`config.mk`:
```
export PLATFORM = sky130hd
export DESIGN_NAME = uart_fifo_trigctl
export DESIGN_NICKNAME = d
export VERILOG_FILES = /design/src/rtl/uft_pkg.sv /design/src/rtl/uft_ctrl.sv /design/src/rtl/uft_fifo.sv /design/src/rtl/uft_trigger.sv /design/src/rtl/uart_fifo_trigctl.sv
export SDC_FILE = /design/constraint.sdc
export NUM_CORES = 1
export LEC_CHECK = 0
export BUFFER_PORTS_ARGS = -buffer_cell sky130_fd_sc_hd__clkbuf_2
export CORE_UTILIZATION = 60
export CTS_CLUSTER_DIAMETER = 30
export CTS_CLUSTER_SIZE = 40
export DETAILED_ROUTE_END_ITERATION = 12
export HOLD_SLACK_MARGIN = 0.03
export PLACE_DENSITY = 0.77
export SETUP_SLACK_MARGIN = 0.4
export SYNTH_ARGS = -nofsm -noshare
export SYNTH_HDL_FRONTEND = slang
export SYNTH_SLANG_ARGS = --single-unit
```
`constraint.sdc`:
```
create_clock -name clk -period 5.2 [get_ports clk]
set_clock_uncertainty 0.2 [all_clocks]
set_input_delay 1.04 -clock clk [delete_from_list [all_inputs] [get_ports clk]]
set_output_delay 1.04 -clock clk [all_outputs]
set_load 0.01 [all_outputs]
```
`src/rtl/uft_pkg.sv`:
```
package uft_pkg;

  // Transmit request limit: at or below this count the host is asked to refill
  function automatic int tx_limit(input logic [1:0] code, input int depth);
    return int'(code) * (depth / 4);
  endfunction

  // Receive request limit: at or above this count the host is asked to drain
  function automatic int rx_limit(input logic [1:0] code, input int depth);
    if (code == 2'd0) return 1;
    return (depth / 8) << (int'(code) - 1);
  endfunction

endpackage

```
`src/rtl/uft_ctrl.sv`:
```
module uft_ctrl (
  input  logic       clk,
  input  logic       rst,
  input  logic       we,
  input  logic [7:0] wdata,
  output logic [7:0] rdata,
  output logic       en,
  output logic [1:0] tx_code,
  output logic [1:0] rx_code,
  output logic       en_nxt,
  output logic [1:0] tx_code_nxt,
  output logic [1:0] rx_code_nxt,
  output logic       tx_flush,
  output logic       rx_flush
);
  logic rsvd_unused;
  assign rsvd_unused = wdata[3];

  always_comb begin
    en_nxt      = en;
    tx_code_nxt = tx_code;
    rx_code_nxt = rx_code;
    if (rst) begin
      en_nxt      = 1'b0;
      tx_code_nxt = 2'd0;
      rx_code_nxt = 2'd0;
    end else if (we) begin
      en_nxt      = wdata[0];
      tx_code_nxt = wdata[7:6];
      rx_code_nxt = wdata[5:4];
    end
  end

  always_ff @(posedge clk) begin
    en      <= en_nxt;
    tx_code <= tx_code_nxt;
    rx_code <= rx_code_nxt;
  end

  // Flush pulses act in the write cycle; they are never stored
  assign tx_flush = we & wdata[2] & ~rst;
  assign rx_flush = we & wdata[1] & ~rst;
  assign rdata    = {tx_code, rx_code, 3'b000, en};
endmodule

```
`src/rtl/uft_fifo.sv`:
```
module uft_fifo #(
  parameter int DW    = 8,
  parameter int DEPTH = 64,
  localparam int AW   = $clog2(DEPTH),
  localparam int CW   = $clog2(DEPTH + 1)
) (
  input  logic          clk,
  input  logic          rst,
  input  logic          flush,
  input  logic          enable,
  input  logic          push,
  input  logic [DW-1:0] din,
  input  logic          pop,
  output logic [DW-1:0] dout,
  output logic [CW-1:0] count,
  output logic [CW-1:0] count_nxt,
  output logic          ovr
);
  logic [DW-1:0] mem [DEPTH];
  logic [AW-1:0] wptr, rptr;
  logic [CW-1:0] cap;
  logic          full, do_push, do_pop;

  assign cap     = enable ? CW'(DEPTH) : CW'(1);
  assign full    = count >= cap;
  assign do_push = push & ~full & ~flush & ~rst;
  assign do_pop  = pop & (count != '0) & ~flush & ~rst;

  always_comb begin
    if (rst || flush) count_nxt = '0;
    else              count_nxt = count + CW'(do_push) - CW'(do_pop);
  end

  function automatic logic [AW-1:0] bump(input logic [AW-1:0] p);
    return (int'(p) == DEPTH - 1) ? '0 : p + AW'(1);
  endfunction

  // Storage without reset so a block RAM can hold it
  always_ff @(posedge clk) begin
    if (do_push) mem[wptr] <= din;
  end

  always_ff @(posedge clk) begin
    if (rst)         dout <= '0;
    else if (do_pop) dout <= mem[rptr];
  end

  always_ff @(posedge clk) begin
    if (rst || flush) begin
      wptr <= '0;
      rptr <= '0;
    end else begin
      if (do_push) wptr <= bump(wptr);
      if (do_pop)  rptr <= bump(rptr);
    end
    count <= count_nxt;
    ovr   <= push & full & ~flush & ~rst;
  end
endmodule

```
`src/rtl/uft_trigger.sv`:
```
module uft_trigger #(
  parameter bit IS_TX = 1'b1,
  parameter int DEPTH = 64,
  localparam int CW   = $clog2(DEPTH + 1)
) (
  input  logic          clk,
  input  logic [CW-1:0] count_nxt,
  input  logic          en_nxt,
  input  logic [1:0]    code_nxt,
  output logic          req
);
  import uft_pkg::*;
  logic hit;

  generate
    if (IS_TX) begin : g_tx
      always_comb begin
        if (!en_nxt || code_nxt == 2'd0) hit = (count_nxt == '0);
        else hit = int'(count_nxt) <= tx_limit(code_nxt, DEPTH);
      end
    end else begin : g_rx
      always_comb begin
        if (!en_nxt) hit = (count_nxt != '0);
        else         hit = int'(count_nxt) >= rx_limit(code_nxt, DEPTH);
      end
    end
  endgenerate

  // Next-state inputs already read zero under reset, so the flop resets with them
  always_ff @(posedge clk) req <= hit;
endmodule

```
`src/rtl/uart_fifo_trigctl.sv`:
```
module uart_fifo_trigctl #(
  parameter int DW    = 8,
  parameter int DEPTH = 64,
  localparam int CW   = $clog2(DEPTH + 1)
) (
  input  logic          clk,
  input  logic          rst,
  input  logic          cfg_we,
  input  logic [7:0]    cfg_wdata,
  output logic [7:0]    cfg_rdata,
  input  logic          tx_push,
  input  logic [DW-1:0] tx_din,
  input  logic          tx_pop,
  output logic [DW-1:0] tx_dout,
  output logic [CW-1:0] tx_level,
  output logic          tx_req,
  output logic          tx_ovr,
  input  logic          rx_push,
  input  logic [DW-1:0] rx_din,
  input  logic          rx_pop,
  output logic [DW-1:0] rx_dout,
  output logic [CW-1:0] rx_level,
  output logic          rx_req,
  output logic          rx_ovr
);
  logic       en, en_nxt, tx_flush, rx_flush;
  logic [1:0] tx_code, rx_code, tx_code_nxt, rx_code_nxt;
  logic [CW-1:0] tx_cnt_nxt, rx_cnt_nxt;
  logic       codes_unused;
  assign codes_unused = ^{tx_code, rx_code};

  uft_ctrl u_ctrl (
    .clk(clk), .rst(rst), .we(cfg_we), .wdata(cfg_wdata), .rdata(cfg_rdata),
    .en(en), .tx_code(tx_code), .rx_code(rx_code),
    .en_nxt(en_nxt), .tx_code_nxt(tx_code_nxt), .rx_code_nxt(rx_code_nxt),
    .tx_flush(tx_flush), .rx_flush(rx_flush)
  );

  uft_fifo #(.DW(DW), .DEPTH(DEPTH)) u_txq (
    .clk(clk), .rst(rst), .flush(tx_flush), .enable(en),
    .push(tx_push), .din(tx_din), .pop(tx_pop), .dout(tx_dout),
    .count(tx_level), .count_nxt(tx_cnt_nxt), .ovr(tx_ovr)
  );

  uft_fifo #(.DW(DW), .DEPTH(DEPTH)) u_rxq (
    .clk(clk), .rst(rst), .flush(rx_flush), .enable(en),
    .push(rx_push), .din(rx_din), .pop(rx_pop), .dout(rx_dout),
    .count(rx_level), .count_nxt(rx_cnt_nxt), .ovr(rx_ovr)
  );

  uft_trigger #(.IS_TX(1'b1), .DEPTH(DEPTH)) u_txtrig (
    .clk(clk), .count_nxt(tx_cnt_nxt), .en_nxt(en_nxt),
    .code_nxt(tx_code_nxt), .req(tx_req)
  );

  uft_trigger #(.IS_TX(1'b0), .DEPTH(DEPTH)) u_rxtrig (
    .clk(clk), .count_nxt(rx_cnt_nxt), .en_nxt(en_nxt),
    .code_nxt(rx_code_nxt), .req(rx_req)
  );
endmodule

```
==> impl_metrics.toml, run 1 <==
[synthesis]
syn-instance-count = 2251
synth-edff-count = 1024
synth-async-reset-ratio = 0
ys_ff_latch = 1087
syn_area_mm2 = 0.0433
syn-mean-instance-area_um2 = 19.3
ys_seq_area_frac = 0.739
ys_types = 72
synth_top_flop_cell = "edfxtp_1"
synth_warnings = 0

[grt]
grt_max_degree = 66
grt-ovfl-total = 0
global_route.usage.total = 0.287
grt_pass1_wl_mm = 154
use_met1 = 0.369
first_global_vias = 24140
grt-busiest-layer = "met2"
met2_usage = 0.480
antenna_found_initial = 0
grtUsageMet3 = 0.0582

[placement]
hpwl_mm = 58.1
place.gp.congestion = 0.868
placed_cells = 3270
pre_cts_ws_ns = 0.383
port_buffers = 68

[critical_path]
crit_type = "flop to flop"
cp-start-kind = "flop"
crit_chain = "inv_1, ha_1, nand2_1, o41a_1, nand2_1, inv_1, ha_1, inv_1, ha_1, fa_1, nand2b_1, a21oi_1, or3_1, a21o_1, ha_1, nor2b_1, o21ai_0, o211ai_1, o31ai_1, and3_1"
cp_slowest_cell = "fa_1"
slowest_delay_ns = 0.44
worstPathMaxFanout = 7
crit_top_cell = "ha_1"
cp-end-kind = "flop"
arrival_ns = 4.93
required_ns = 5.63

[routing]
ant_nets = 0
num_vias = 23278
detailedRoute.firstPassIterationCount = 8
avgViaCountPerCell = 6.52
wl_per_cell_um = 28.7
drc_errors = 0
drt_iter0_drc = 2719
drt_wl_total_mm = 102

[die]
die_x_um = 271
die_h_um = 271
die_area_mm2 = 0.0733
core_mm2 = 0.0715
num_rows = 98
start_util = 0.606
ioPinCount = 73

[cts]
cts_sinks = 1087
clkLatencyLatePin_ns = 0.75
htreeDepth = 4
clock_tree.root_cell = "clkbuf_16"
postCtsSetupRepairBufs = 0
numCtsBuffers = 162
clk_pin_slew_ns = 0.05
cts_hold_buf = 0
cts_resized = 0
cts_buffer_depth = 3
cts_tree = "done"

[worst_hold_path]
min_path_type = "flop to flop"

[finish]
final_cell_mix = "edfxtp_1, mux4_2, nor2_1"
nets = 2562
diodes = 0
stdcell_count = 3571
area_delta_synth_final_pct = 16.8
final_common_cell = "edfxtp_1"
layout-drive-gt1-share = 0.283

[timing]
finalSetupTns_ns = 0
maxSlewHeadroom = 0.285
finalHoldViolCount = 0
fmax_mhz = 222
min_period_ns = 4.50
setup_ws_ns = 0.699
tightest_slew_ns = 1.07
drv_slew = 0
setup_violations = 0
period_share = 0.866
grt_setup_unrepaired = "no"

[pwr]
ir_worst_vdd_mv = 0.413
pwr_density_cell_mw_per_mm2 = 443
p_leak_nw = 16.2

[run]
maxCapViolCount = 0

[outcome]
status = "finished, final reports clean"
[worst max-delay path, delay by kind of cell, from the launching register on]
| kind | cells | cell delay [ns] |
|---|---|---|
| buffers and inverters | 3 | 0.31 |
| and+or+nand+nor | 6 | 1.14 |
| AOI/OAI and AO/OA | 6 | 1.08 |
| adders and majority gates | 5 | 1.33 |
| DFF | 1 | 0.32 |
[cell type report]
| class | instances | area [um2] |
|---|---|---|
| flip-flops and latches | 1087 | 32000 |
| fillers | 4052 | 20900 |
| multi-input cells | 1008 | 10500 |
| clock buffers | 180 | 4160 |
| clock inverters | 121 | 1300 |
| repair buffers | 185 | 1280 |
| well taps | 950 | 1190 |
| inverters | 40 | 150 |
[final timing paths]
check | start | end | slack [ns] | cells past startpoint
hold reg to reg | u_rxq.dout[2] | u_rxq.dout[2] | 0.33 | 2
hold / removal | u_rxq.dout[2] | u_rxq.dout[2] | 0.33 | 2
setup / recovery | u_txq.count[3] | u_txtrig.req | 0.70 | 20
setup reg to reg | u_txq.count[3] | u_txtrig.req | 0.70 | 20
[state kept, by name, indices dropped and copies added, names as in the netlist]
| name | count |
|---|---|
| u_rxq.count | 7 |
| u_rxq.wptr | 6 |
| u_rxq.dout | 8 |
| u_txq.dout | 8 |
| u_txq.rptr | 6 |
| u_txq.count | 7 |
| u_rxtrig.req | 1 |
| u_txq.wptr | 6 |
| u_rxq.mem | 512 |
| u_ctrl.tx_code | 2 |
| u_txq.mem | 512 |
| u_rxq.rptr | 6 |
| u_txq.ovr | 1 |
| u_rxq.ovr | 1 |
| u_ctrl.en | 1 |
| u_txtrig.req | 1 |
| u_ctrl.rx_code | 2 |
[cell usage after synthesis (all sizes together) (4+ instances only)]
master	number	area share
a2111oi	10	0.0022
a211oi	12	0.0021
a21oi	37	0.0046
a221oi	6	0.0012
a22oi	26	0.0045
a31oi	9	0.0013
a32oi	4	0.00081
and3	5	0.00072
buf	82	0.012
clkbuf	36	0.0031
dfxtp	63	0.029
edfxtp	1024	0.71
ha	45	0.013
inv	40	0.0035
mux2	18	0.0047
mux2i	82	0.019
mux4	241	0.13
nand2	45	0.0039
nand2b	6	0.00087
nand3	38	0.0045
nand3b	17	0.0029
nand4	9	0.0013
nor2	218	0.019
nor2b	13	0.0019
nor3	17	0.0020
nor4	4	0.00058
o2111ai	5	0.0010
o211ai	4	0.00069
o21ai	26	0.0030
o221a	5	0.0013
o221ai	5	0.0010
o22ai	15	0.0022
o31ai	5	0.00087
or2	5	0.00072
or3	6	0.00087
xnor2	14	0.0028
xor2	11	0.0022
[per-stage QoR]
stage	area [um2]	power (mW)	util	hold slack [ns]
3_5_place_dp	45200	11.8	0.632	0.310
6_report	50600	22.4	0.708	0.328
3_3_place_gp	45200	11.8	0.632	0.303
4_1_cts	50600	22.5	0.708	0.336
2_1_floorplan	43300	11.2	-	0.302
5_1_grt	50600	23.1	0.708	0.357
[metal layers]
layer,vias up,routed length (um)
met5,-,0
met4,0,4110
met3,289,9080
met2,1456,52300
met1,11875,36900
li1,9658,-
[cells by family (layout without fill, tap and decap cells)]
group                    after synthesis  count (layout)  synth area share
buffers and inverters                158             526            0.0188
AO/OA/AOI/OAI                        193             193            0.0316
multiplexers                         341             341             0.149
XOR/XNOR                              25              25           0.00505
other                                  1               3         0.0000865
AND/OR/NAND/NOR                      399             399            0.0428
adder cells (fa/ha/maj)               47              47            0.0139
flip-flops                          1087            1087             0.739
[power breakdown]
group	internal, mW	leakage, nW	total [mW]	switching, mW
logic	0.814	3.84	1.91	1.09
clock network	6.56	2.61	10.7	4.15
registers	9.68	9.72	9.82	0.142
total	17.1	16.2	22.4	5.38
Note: power is estimated with default switching activity, not from simulation.
==> run 2: changes to the inputs <==
--- a/config.mk
+++ b/config.mk
@@ -5,13 +5,14 @@
 export SDC_FILE = /design/constraint.sdc
 export NUM_CORES = 1
 export LEC_CHECK = 0
+export ABC_AREA = 1
 export BUFFER_PORTS_ARGS = -buffer_cell sky130_fd_sc_hd__clkbuf_2
 export CORE_UTILIZATION = 60
 export CTS_CLUSTER_DIAMETER = 30
 export CTS_CLUSTER_SIZE = 40
 export DETAILED_ROUTE_END_ITERATION = 12
 export HOLD_SLACK_MARGIN = 0.03
-export PLACE_DENSITY = 0.77
+export PLACE_DENSITY = 0.76
 export SETUP_SLACK_MARGIN = 0.4
 export SYNTH_ARGS = -nofsm -noshare
 export SYNTH_HDL_FRONTEND = slang
==> impl_metrics.toml, run 2 <==
[routing]
detailedRoute.firstPassIterationCount = 6
drt_iter0_drc = 3571
num_vias = 33642
avgViaCountPerCell = 5.54
drt_wl_total_mm = 118
drc_errors = 0
ant_nets = 0
wl_per_cell_um = 19.4

[outcome]
status = "finished, final reports clean"

[grt]
first_global_vias = 33528
use_met1 = 0.365
antenna_found_initial = 0
met2_usage = 0.495
grt-busiest-layer = "met2"
grtUsageMet3 = 0.0502
grt_max_degree = 181
grt-ovfl-total = 0
grt_pass1_wl_mm = 183
global_route.usage.total = 0.295

[synthesis]
synth_area_leaders = "edfxtp_1, nand2_1, nand3_1"
ys_seq_area_frac = 0.671
syn_area_mm2 = 0.0477
syn-mean-instance-area_um2 = 9.99
synth_top_area_frac = 0.645
synth_most_common_cell = "nand2_1"
synth_warnings = 0
synth-edff-count = 1024
ys_ff_latch = 1087
yosysTopAreaCell = "edfxtp_1"
synth_top_flop_cell = "edfxtp_1"
synth-async-reset-ratio = 0
ys_types = 38
syn-instance-count = 4771
synth_common_cells = "nand2_1, edfxtp_1, inv_1, nand3_1, nor2_1"

[cts]
clock_tree.root_cell = "clkbuf_16"
cts_sinks = 1087
htreeDepth = 4
numCtsBuffers = 176
cts_buffer_depth = 3
postCtsSetupRepairBufs = 0
cts_tree = "done"
cts_hold_buf = 0
clkLatencyLatePin_ns = 0.75
clk_pin_slew_ns = 0.05
cts_resized = 0

[finish]
nets = 4951
final_common_cell = "nand2_1"
finish.utilization = 0.701
area_delta_synth_final_pct = 15.7
layout-drive-gt1-share = 0.0941
final_cell_mix = "nand2_1, edfxtp_1, inv_1"
reg_top3 = "u_rxq.mem x512, u_txq.mem x512"
diodes = 0
fillers = 5357

[die]
num_rows = 103
ioPinCount = 73
die_h_um = 284
start_util = 0.605
die_area_mm2 = 0.0806
core_mm2 = 0.0787
die_x_um = 284

[critical_path]
cp_slowest_cell = "nor2_1"
crit_buf_inv = 2
slowest_delay_ns = 0.95
arrival_ns = 4.10
cp-start-kind = "flop"
cp-end-kind = "flop"
crit_top_cell = "nor2_1"
required_ns = 5.36
reg2reg_to = "u_txq.mem[43][4]"
rr_startpoint = "u_ctrl.en"
crit_chain = "inv_1, ha_1, a21oi_1, o21ai_0, nor2_1, nand2_1, nor2_1, buf_4, nand4_1, nor2_1"
path_delay_family = "simple AND/OR/NAND/NOR gates"
worstPathMaxFanout = 11
r2r_cells = 10
crit_type = "flop to flop"
ff2ff_setup_slack_ns = 1.26

[timing]
fmax_mhz = 254
holdWs_ns = 0.331
finalSetupTns_ns = 0
drv_slew = 0
setup_violations = 0
finalHoldViolCount = 0
maxSlewHeadroom = 0.208
tightest_slew_ns = 1.18
period_share = 0.758
grt_setup_unrepaired = "no"
setup_ws_ns = 1.26
min_period_ns = 3.94

[pwr]
p_leak_nw = 22.6
ir_worst_vdd_mv = 0.440
pwr_density_cell_mw_per_mm2 = 450
power_mw = 24.8

[worst_hold_path]
min_path_type = "flop to flop"
holdPathStages = 2
hold_end = "u_txq.rptr[5]"
hold_start = "u_txq.rptr[5]"

[placement]
port_buffers = 68
hpwl_mm = 66.9
place.gp.congestion = 0.894
pre_cts_ws_ns = 0.774

[run]
maxCapViolCount = 0
run 2: logic make-up (layout without fill, tap and decap cells):
group	count (synthesis)	in the layout	share of synthesized area
xor gates and xnor gates	4	4	0.000735
DFF	1087	1087	0.671
adders and majority gates	47	47	0.0126
other	1	3	0.0000787
buffers and inverters	819	1073	0.0699
and+or+nand+nor	2625	2625	0.225
AOI/OAI and AO/OA	188	188	0.0200
run 2: area by class of cell:
cell class              count  area, um2  share of cell area
clock inverters           131       1640              0.0297
well taps                1050       1310              0.0238
flip-flops and latches   1087      32000               0.581
inverters                 595       2250              0.0407
clock buffers             201       4610              0.0836
repair buffers            146        976              0.0177
multi-input cells        2867      12400               0.224
run 2: through the flow:
stage                     instance area (um2)  std cells
after global placement                  48900       5745
after floorplan                         47700       4773
final                                   55200       6077
after global routing                    55200       6077
after detailed placement                48900       5745
after CTS                               55200       6077
run 2: metal layers:
metal / vias to the layer above / wire (um)
met3: 361 / 9390
met4: 0 / 6020
met2: 1629 / 58200
met5: - / 0
li1: 15829 / -
met1: 15823 / 44400
run 2: worst max-delay path by stage:
stage	from	slack, ns	cells past startpoint	endpoint
6_report	u_ctrl.en	1.26	10	u_txq.mem[43][4]
5_1_grt	u_ctrl.en	1.08	21	u_rxtrig.req
4_1_cts	u_ctrl.en	1.33	10	u_txq.mem[43][4]
3_5_place_dp	cfg_we	0.77	23	u_rxtrig.req
3_3_place_gp	cfg_we	0.78	23	u_rxtrig.req
2_1_floorplan	rst	1.08	23	u_rxtrig.req
run 2: power by group:
part / internal, mW / leakage, nW / total, mW / switching (mW)
clock: 7.71 / 2.97 / 12.0 / 4.33
sequential: 9.69 / 9.72 / 9.83 / 0.139
combinational: 0.859 / 9.90 / 2.92 / 2.06
run 2: worst min-delay path, delay by kind of cell (launching register included):
kind,cells,cell delay [ns]
AO/OA/AOI/OAI,1,0.11
flip-flops,1,0.32
AND/OR/NAND/NOR,1,0.05
